--- src/rtl/sd_dac1_pkg.sv ---
package sd_dac1_pkg;
   // running sum carries two guard bits above the code
   function automatic int acc_width(input int dw);
      return dw + 2;
   endfunction

   // number of clocks in one full-resolution window
   function automatic longint window_len(input int dw);
      return longint'(1) << dw;
   endfunction
endpackage

--- src/rtl/sd_dac1_delta.sv ---
module sd_dac1_delta #(
   parameter int DW = 8,
   parameter int AW = DW + 2
) (
   input  logic [DW-1:0] code_i,
   input  logic          fb_i,
   output logic [AW-1:0] delta_o
);
   // feedback copies the previous top bit into both guard positions,
   // i.e. subtracts one full-scale step modulo 2^AW when it is set
   always_comb begin
      delta_o = {{(AW-DW){fb_i}}, code_i};
   end
endmodule

--- src/rtl/sd_dac1_sigma.sv ---
module sd_dac1_sigma #(
   parameter int DW = 8,
   parameter int AW = DW + 2
) (
   input  logic          clk_i,
   input  logic          rst_i,
   input  logic [AW-1:0] delta_i,
   output logic [AW-1:0] acc_q,
   output logic [AW-1:0] acc_d
);
   localparam logic [AW-1:0] ACC_ZERO = {2'b01, {DW{1'b0}}};

   always_comb begin
      acc_d = acc_q + delta_i;
   end

   always_ff @(posedge clk_i) begin
      if (rst_i) acc_q <= ACC_ZERO;
      else       acc_q <= acc_d;
   end
endmodule

--- src/rtl/sd_dac1_outreg.sv ---
module sd_dac1_outreg (
   input  logic clk_i,
   input  logic rst_i,
   input  logic bit_d,
   output logic bit_q
);
   always_ff @(posedge clk_i) begin
      if (rst_i) bit_q <= 1'b0;
      else       bit_q <= bit_d;
   end
endmodule

--- src/rtl/sd_dac1.sv ---
module sd_dac1 #(
   parameter int DW = 8
) (
   input  logic          clk_i,
   input  logic          rst_i,
   input  logic [DW-1:0] code_i,
   output logic          pulse_o
);
   import sd_dac1_pkg::*;

   localparam int AW = acc_width(DW);

   if (DW < 2 || DW > 24) begin : g_bad_dw
      $error("sd_dac1: DW must lie in 2..24");
   end

   logic [AW-1:0] delta;
   logic [AW-1:0] acc_q;
   logic [AW-1:0] acc_d;

   sd_dac1_delta #(.DW(DW), .AW(AW)) u_delta (
      .code_i  (code_i),
      .fb_i    (acc_q[AW-1]),
      .delta_o (delta)
   );

   sd_dac1_sigma #(.DW(DW), .AW(AW)) u_sigma (
      .clk_i   (clk_i),
      .rst_i   (rst_i),
      .delta_i (delta),
      .acc_q   (acc_q),
      .acc_d   (acc_d)
   );

   sd_dac1_outreg u_out (
      .clk_i (clk_i),
      .rst_i (rst_i),
      .bit_d (acc_d[AW-1]),
      .bit_q (pulse_o)
   );
endmodule

--- config.mk ---
export PLATFORM = sky130hd
export DESIGN_NAME = sd_dac1
export DESIGN_NICKNAME = d
export VERILOG_FILES = /design/src/rtl/sd_dac1_pkg.sv /design/src/rtl/sd_dac1_delta.sv /design/src/rtl/sd_dac1_sigma.sv /design/src/rtl/sd_dac1_outreg.sv /design/src/rtl/sd_dac1.sv
export SDC_FILE = /design/constraint.sdc
export NUM_CORES = 1
export LEC_CHECK = 0
export CORE_AREA = 2 2 39 41
export CTS_CLUSTER_DIAMETER = 60
export DETAILED_ROUTE_END_ITERATION = 10
export DIE_AREA = 0 0 41 43
export PLACE_DENSITY_LB_ADDON = 0.08
export SYNTH_ARGS = -nofsm -noshare
export SYNTH_HDL_FRONTEND = slang
export SYNTH_SLANG_ARGS = --single-unit
--- constraint.sdc ---
create_clock -name clk_i -period 3 [get_ports clk_i]
set_input_delay 0.3 -clock clk_i [delete_from_list [all_inputs] [get_ports clk_i]]
set_output_delay 0.3 -clock clk_i [all_outputs]
set_load 0.01 [all_outputs]
==> flow_summary.yaml, run 1 <==
placement:
  dpl_worst_slack_ns: 0.846
  hpwl_um: 877
  place.gp.congestion: 0.763
  portBuffers: 10
  dpl.cell_count: 95
  dpl_cell_area_um2: 761
routing:
  viasPerCell: 5.37
  first_pass_iters: 4
  postRouteWirelength_um: 1120
  wire_per_inst_um: 11.4
  vias: 526
  drc_errors: 0
  ant_nets: 0
  drt_iter0_drc: 6
grt:
  grt_pass1_vias: 467
  gr-total-overflow: 0
  grt_pass1_wl_um: 1970
  antenna_found_initial: 0
  grt_use_total_pct: 16.4
  grt_max_degree: 15
synthesis:
  synthMuxAreaShare_pct: 1.55
  synth.most_common_cell: "dfxtp_1"
  synth-edff-count: 0
  synth_fa_ha_area_share_pct: 20.6
  synth_top_family_by_area: "simple AND/OR/NAND/NOR gates"
  syn-instance-count: 70
  ys.flop_type: "dfxtp_1"
  syn-num-nets: 90
  synth-xor-area-share_pct: 1.36
  ys_seq_area_share_pct: 31.1
  yosys.area_share.simple_pct: 23.7
  syn_area_um2: 644
  synth_area_leaders: "dfxtp_1 (31%), ha_1 (17%), a21o_1 (3.5%)"
  async_flop_share_pct: 0
  yosysTopAreaCellShare_pct: 31.1
  yosys-top-cells-count: "dfxtp_1 (10), ha_1 (9), nor2_1 (5), nor3_1 (4)"
  synth_compound_area_share_pct: 19.4
  synth_cell_types: 31
  synth_seq_cells: 10
  syn_area_per_cell_um2: 9.21
  yosysWarningCount: 0
  synth_top_area_cell: "dfxtp_1"
worst_setup_path:
  cp.arrival_ns: 2.08
  r2r-end: "u_sigma.acc_q[6]"
  required_ns: 3.21
  cp_cell_sequence: "clkdlybuf4s50_1, ha_1, inv_1, fa_1, nor2b_4, o31a_1, or4_1, nand3_1"
  critPathMaxStageDelay_ns: 0.47
  cp-endpoint: "u_sigma.acc_q[6]"
  worstSetupPathType: "in -> reg"
  reg2reg_depth: 7
  cp-startpoint: "code_i[0]"
  cp.depth: 8
  crit_path_end_kind: "register"
  path_max_fanout: 4
  crit_buf_inv: 2
  worstReg2RegStart: "u_sigma.acc_q[0]"
  r2r_setup_slack_ns: 1.30
  crit_family: "simple AND/OR/NAND/NOR gates"
  critPathSlowestCell: "or4_1"
  crit_path_start_kind: "primary input"
sta:
  finalCritPeriodShare_pct: 62.5
  finalSetupTns_ns: 0
  fmax_mhz: 534
  fin_skew_ns: 0.00532
  finalCriticalPeriod_ns: 1.87
  tightest_slew_ns: 0.483
  relSlewSlack_pct: 67.7
  rsz0062_at_grt: "false"
  layout_setup_ws_ns: 1.13
  slew_violations: 0
  finalHoldViolCount: 0
  setup_viol: 0
run_status:
  status: "finished clean"
floorplanning:
  coreArea_um2: 1380
  die_w_um: 41
  start_util_pct: 46.6
  fp.dieH_um: 43
  row_count: 14
  die_area_um2: 1760
  ios: 11
power_and_ir_drop:
  clockPowerShare_pct: 16.4
  p_int_mw: 0.364
  p_sw_share_pct: 34.1
  p_leak_nw: 0.353
  seq_power_share_pct: 33.6
  power_density_nw_per_um2: 705
  power_frac_comb_pct: 50.0
  p_sw_mw: 0.189
  irDropWorstVdd_uv: 378
job:
  drv_cap: 0
cts:
  ctsHtreeMaxLevel: 1
  cts_root_buf: "clkbuf_4"
  cts.sinks: 10
  numCtsBuffers: 3
  cts_tree: "yes"
  post_cts.repair.setup_buffers: 0
  insertion_delay_ns: 0.26
  clockBufferDepth: 2
  cts_hold_buffers: 0
  cts_resized: 0
  clkTransAtPathRegs_ns: 0.07
finish:
  diodes: 0
  final_area_um2: 783
  fillers: 138
  area_delta_synth_final_pct: 21.6
  fin_nets: 104
  drive_above_1_share_pct: 7.32
  instances_no_fill: 98
hold_path:
  hp-class: "reg -> reg"
-- power groups by stage --
stage               clock (mW)  sequential (mW)  combinational (mW)
floorplan                    0            0.190               0.211
global placement             0            0.188               0.276
detailed placement           0            0.189               0.277
CTS                     0.0944            0.186               0.279
global route             0.103            0.190               0.316
finish                  0.0906            0.186               0.276
-- worst reg2reg max path, cell delays in order (launching register included) --
cell and delay (ns):
dfxtp_1 0.30, ha_1 0.18, inv_1 0.07, fa_1 0.22, nor2b_4 0.06, o31a_1 0.28, or4_1 0.47, nand3_1 0.09
-- cells by family after synthesis --
group,Yosys count
flops,10
simple gates,26
mux,1
fa+ha+maj,10
compound gates,18
xor+xnor,1
buf+inv,4
-- sequential cells by signal (all words and copies together), names as in the netlist --
signal,flops
u_sigma.acc_q,9
u_out.bit_q,1
-- stage by stage --
stage	util (%)	hold slack (ns)	power, mW
after floorplan	-	0.471	0.401
after global placement	55.0	0.546	0.464
after detailed placement	55.0	0.544	0.467
after CTS	56.6	0.563	0.560
after global routing	56.6	0.622	0.609
final	56.6	0.559	0.553
-- layout make-up --
cell class	instances	area, um^2	share of cell area [%]
multi-input cells	56	429	54.8
flip-flops and latches	10	200	25.6
repair buffers	10	100	12.8
inverters	3	11.3	1.44
clock buffers	3	22.5	2.88
well taps	16	20.0	2.56
-- worst min-delay path by stage --
stage                     startpoint                to  slack [ns]  depth (start not counted)
global placement    u_sigma.acc_q[0]  u_sigma.acc_q[0]        0.55                          2
finish              u_sigma.acc_q[0]  u_sigma.acc_q[0]        0.56                          2
CTS                 u_sigma.acc_q[0]  u_sigma.acc_q[0]        0.56                          2
detailed placement  u_sigma.acc_q[0]  u_sigma.acc_q[0]        0.54                          2
floorplan                      rst_i  u_sigma.acc_q[8]        0.47                          2
global route        u_sigma.acc_q[0]  u_sigma.acc_q[0]        0.62                          2
-- placed cells by master, fill, tap and decap left out --
master,instances
a211oi_1,1
clkdlybuf4s50_1,10
or4_1,1
ha_1,9
inv_1,3
a21oi_1,3
a31o_2,1
o41ai_1,1
nor2b_1,2
and2b_2,1
nor3_1,4
nand4_1,1
o21a_1,2
fa_1,1
nand2_1,3
nand2b_1,1
dfxtp_1,10
a21o_1,3
mux2i_1,1
o21bai_1,1
nor3b_1,3
and2_1,1
o21ai_0,3
nor4b_1,1
xnor2_1,1
nor2b_4,1
nand3_1,2
o31a_1,1
clkbuf_4,3
o22a_1,1
nor2_1,5
o211ai_1,1
-- metal layers --
| metal | track usage, % | routed length, um | part of all wire (%) | up-vias |
|---|---|---|---|---|
| li1 | - | - | - | 287 |
| met1 | 25.8 | 589 | 52 | 233 |
| met2 | 20.6 | 492 | 44 | 6 |
| met3 | 6.28 | 39 | 3.5 | 0 |
| met4 | 4.00 | 0 | 0 | 0 |
| met5 | 0 | 0 | 0 | - |
(Power assumes the default switching activity.)
==> run 2, diff against run 1 <==
Settings changed: CORE_AREA 2 2 39 41 to 2 2 40 42, DIE_AREA 0 0 41 43 to 0 0 42 44.
Clock period 3 ns to 1.78 ns, I/O delays scaled along.
==> run 2 against run 1 <==
Compared with the run above:
- design area rose by 14%
- via count rose by 8.7%
- non-clock buffer count up 13
- flip-flop and latch count stayed put
==> flow_summary.yaml, run 2 (synthesis results as in run 1) <==
run_status:
  status: "finished clean"
grt:
  grt_pass1_vias: 569
  grt_pass1_wl_um: 2330
  gr-total-overflow: 0
  antenna_found_initial: 0
  grt_max_degree: 14
  grt_use_total_pct: 17.0
job:
  drv_cap: 0
finish:
  fin_util_pct: 63.1
  fin_nets: 117
  mostFrequentLayoutCells: "buf_4 (13), dfxtp_1 (10), clkdlybuf4s50_1 (9), ha_1 (8), nor2_1 (5)"
  area_delta_synth_final_pct: 39.0
  fillers: 125
  largest_reg_flops: 9
  top_register: "u_sigma.acc_q"
  largest_registers: "u_sigma.acc_q (9), u_out.bit_q (1)"
  final_common_cell: "buf_4"
  diodes: 0
  drive_above_1_share_pct: 24.2
cts:
  clkTransAtPathRegs_ns: 0.06
  post_cts.repair.setup_buffers: 0
  cts_root_buf: "clkbuf_4"
  ctsHtreeMaxLevel: 1
  cts_tree: "yes"
  clockBufferDepth: 2
  insertion_delay_ns: 0.27
  cts.sinks: 10
  numCtsBuffers: 3
routing:
  drc_errors: 0
  first_pass_iters: 4
  wire_per_inst_um: 11.7
  postRouteWirelength_um: 1300
  vias: 572
  drt_iter0_drc: 3
  viasPerCell: 5.15
  ant_nets: 0
floorplanning:
  die_area_um2: 1850
  fp.dieH_um: 44
  die_w_um: 42
  coreArea_um2: 1420
  start_util_pct: 45.4
  row_count: 14
  ios: 11
sta:
  slew_violations: 0
  relSlewSlack_pct: 82.3
  setup_viol: 0
  fin_skew_ns: 0.000493
  finalHoldViolCount: 0
  finalSetupTns_ns: 0
  finalCritPeriodShare_pct: 95.7
  finalCriticalPeriod_ns: 1.70
  fmax_mhz: 587
  tightest_slew_ns: 0.262
  rsz0062_at_grt: "false"
worst_setup_path:
  path_max_fanout: 4
  reg2reg_depth: 7
  crit_path_start_kind: "register"
  critPathMaxStageDelay_ns: 0.34
  crit_buf_inv: 1
  cp_cell_sequence: "ha_2, inv_2, fa_2, nor2b_4, o31a_1, o41ai_2, mux2i_1"
  crit_family: "compound AO/OA/AOI/OAI gates"
  cp-startpoint: "u_sigma.acc_q[0]"
  cp-endpoint: "u_sigma.acc_q[8]"
  cp.arrival_ns: 1.90
  crit_path_end_kind: "register"
  critPathSlowestCell: "o31a_1"
  worstReg2RegStart: "u_sigma.acc_q[0]"
  required_ns: 1.97
  worstSetupPathType: "reg -> reg"
  cp.depth: 7
  r2r-end: "u_sigma.acc_q[8]"
  r2r_setup_slack_ns: 0.08
placement:
  portBuffers: 10
  place.gp.congestion: 0.762
  hpwl_um: 1060
power_and_ir_drop:
  power_density_nw_per_um2: 1170
  irDropWorstVdd_uv: 702
  p_leak_nw: 0.430
hold_path:
  hold_start: "code_i[0]"
  hp-class: "in -> reg"
run 2: worst min path at each step:
stage	to	slack (ns)	cells after the start
finish	u_sigma.acc_q[0]	0.27	3
global route	u_sigma.acc_q[0]	0.32	3
CTS	u_sigma.acc_q[0]	0.58	2
detailed placement	u_sigma.acc_q[0]	0.56	2
global placement	u_sigma.acc_q[0]	0.54	2
floorplan	u_sigma.acc_q[8]	0.35	2
run 2: metal layers:
layer | share of wire [%] | up-vias | global-route usage, %
met5 | 0 | - | 0
met4 | 1.8 | 0 | 9.68
met3 | 3.8 | 2 | 4.17
met2 | 48 | 12 | 28.4
met1 | 46 | 247 | 20.1
li1 | - | 311 | -
run 2: worst reg2reg max path, stage by stage, from the launching register on:
cell and delay [ns]:
dfxtp_1 0.31, ha_2 0.18, inv_2 0.06, fa_2 0.23, nor2b_4 0.05, o31a_1 0.34, o41ai_2 0.24, mux2i_1 0.24
run 2: area by class of cell:
type / instances / area [um^2] / share of cell area [%]
sequential: 10 / 200 / 22.3
clock buffer: 3 / 22.5 / 2.51
tap: 16 / 20.0 / 2.23
multi-input combinational: 56 / 442 / 49.3
timing repair buffer: 23 / 200 / 22.3
inverter: 3 / 11.3 / 1.26
run 2: metrics by stage:
| step | instance area, um^2 | std cells | hold WS (ns) | setup WS, ns | total power [mW] |
|---|---|---|---|---|---|
| 2_1_floorplan | 644 | 70 | 0.349 | 0.143 | 0.675 |
| 3_3_place_gp | 858 | 108 | 0.541 | -0.230 | 0.867 |
| 3_5_place_dp | 858 | 108 | 0.564 | -0.282 | 0.879 |
| 4_1_cts | 888 | 111 | 0.576 | 0.0109 | 1.06 |
| 5_1_grt | 896 | 111 | 0.320 | 0.00453 | 1.14 |
| 6_report | 896 | 111 | 0.271 | 0.0773 | 1.05 |
run 2: power by group:
group	internal, mW	total (mW)	switching (mW)	leakage [nW]
Combinational	0.319	0.573	0.254	0.333
Clock	0.0783	0.159	0.0805	0.0138
Sequential	0.292	0.314	0.0223	0.0833
Total	0.689	1.05	0.357	0.430
run 2: repair_timing:
item | 4_1_cts | 5_1_grt
pin swaps | 0 | 5
hold buffers | 0 | 0
setup endpoints to repair | 1 | 1
gates resized for setup | 1 | 4
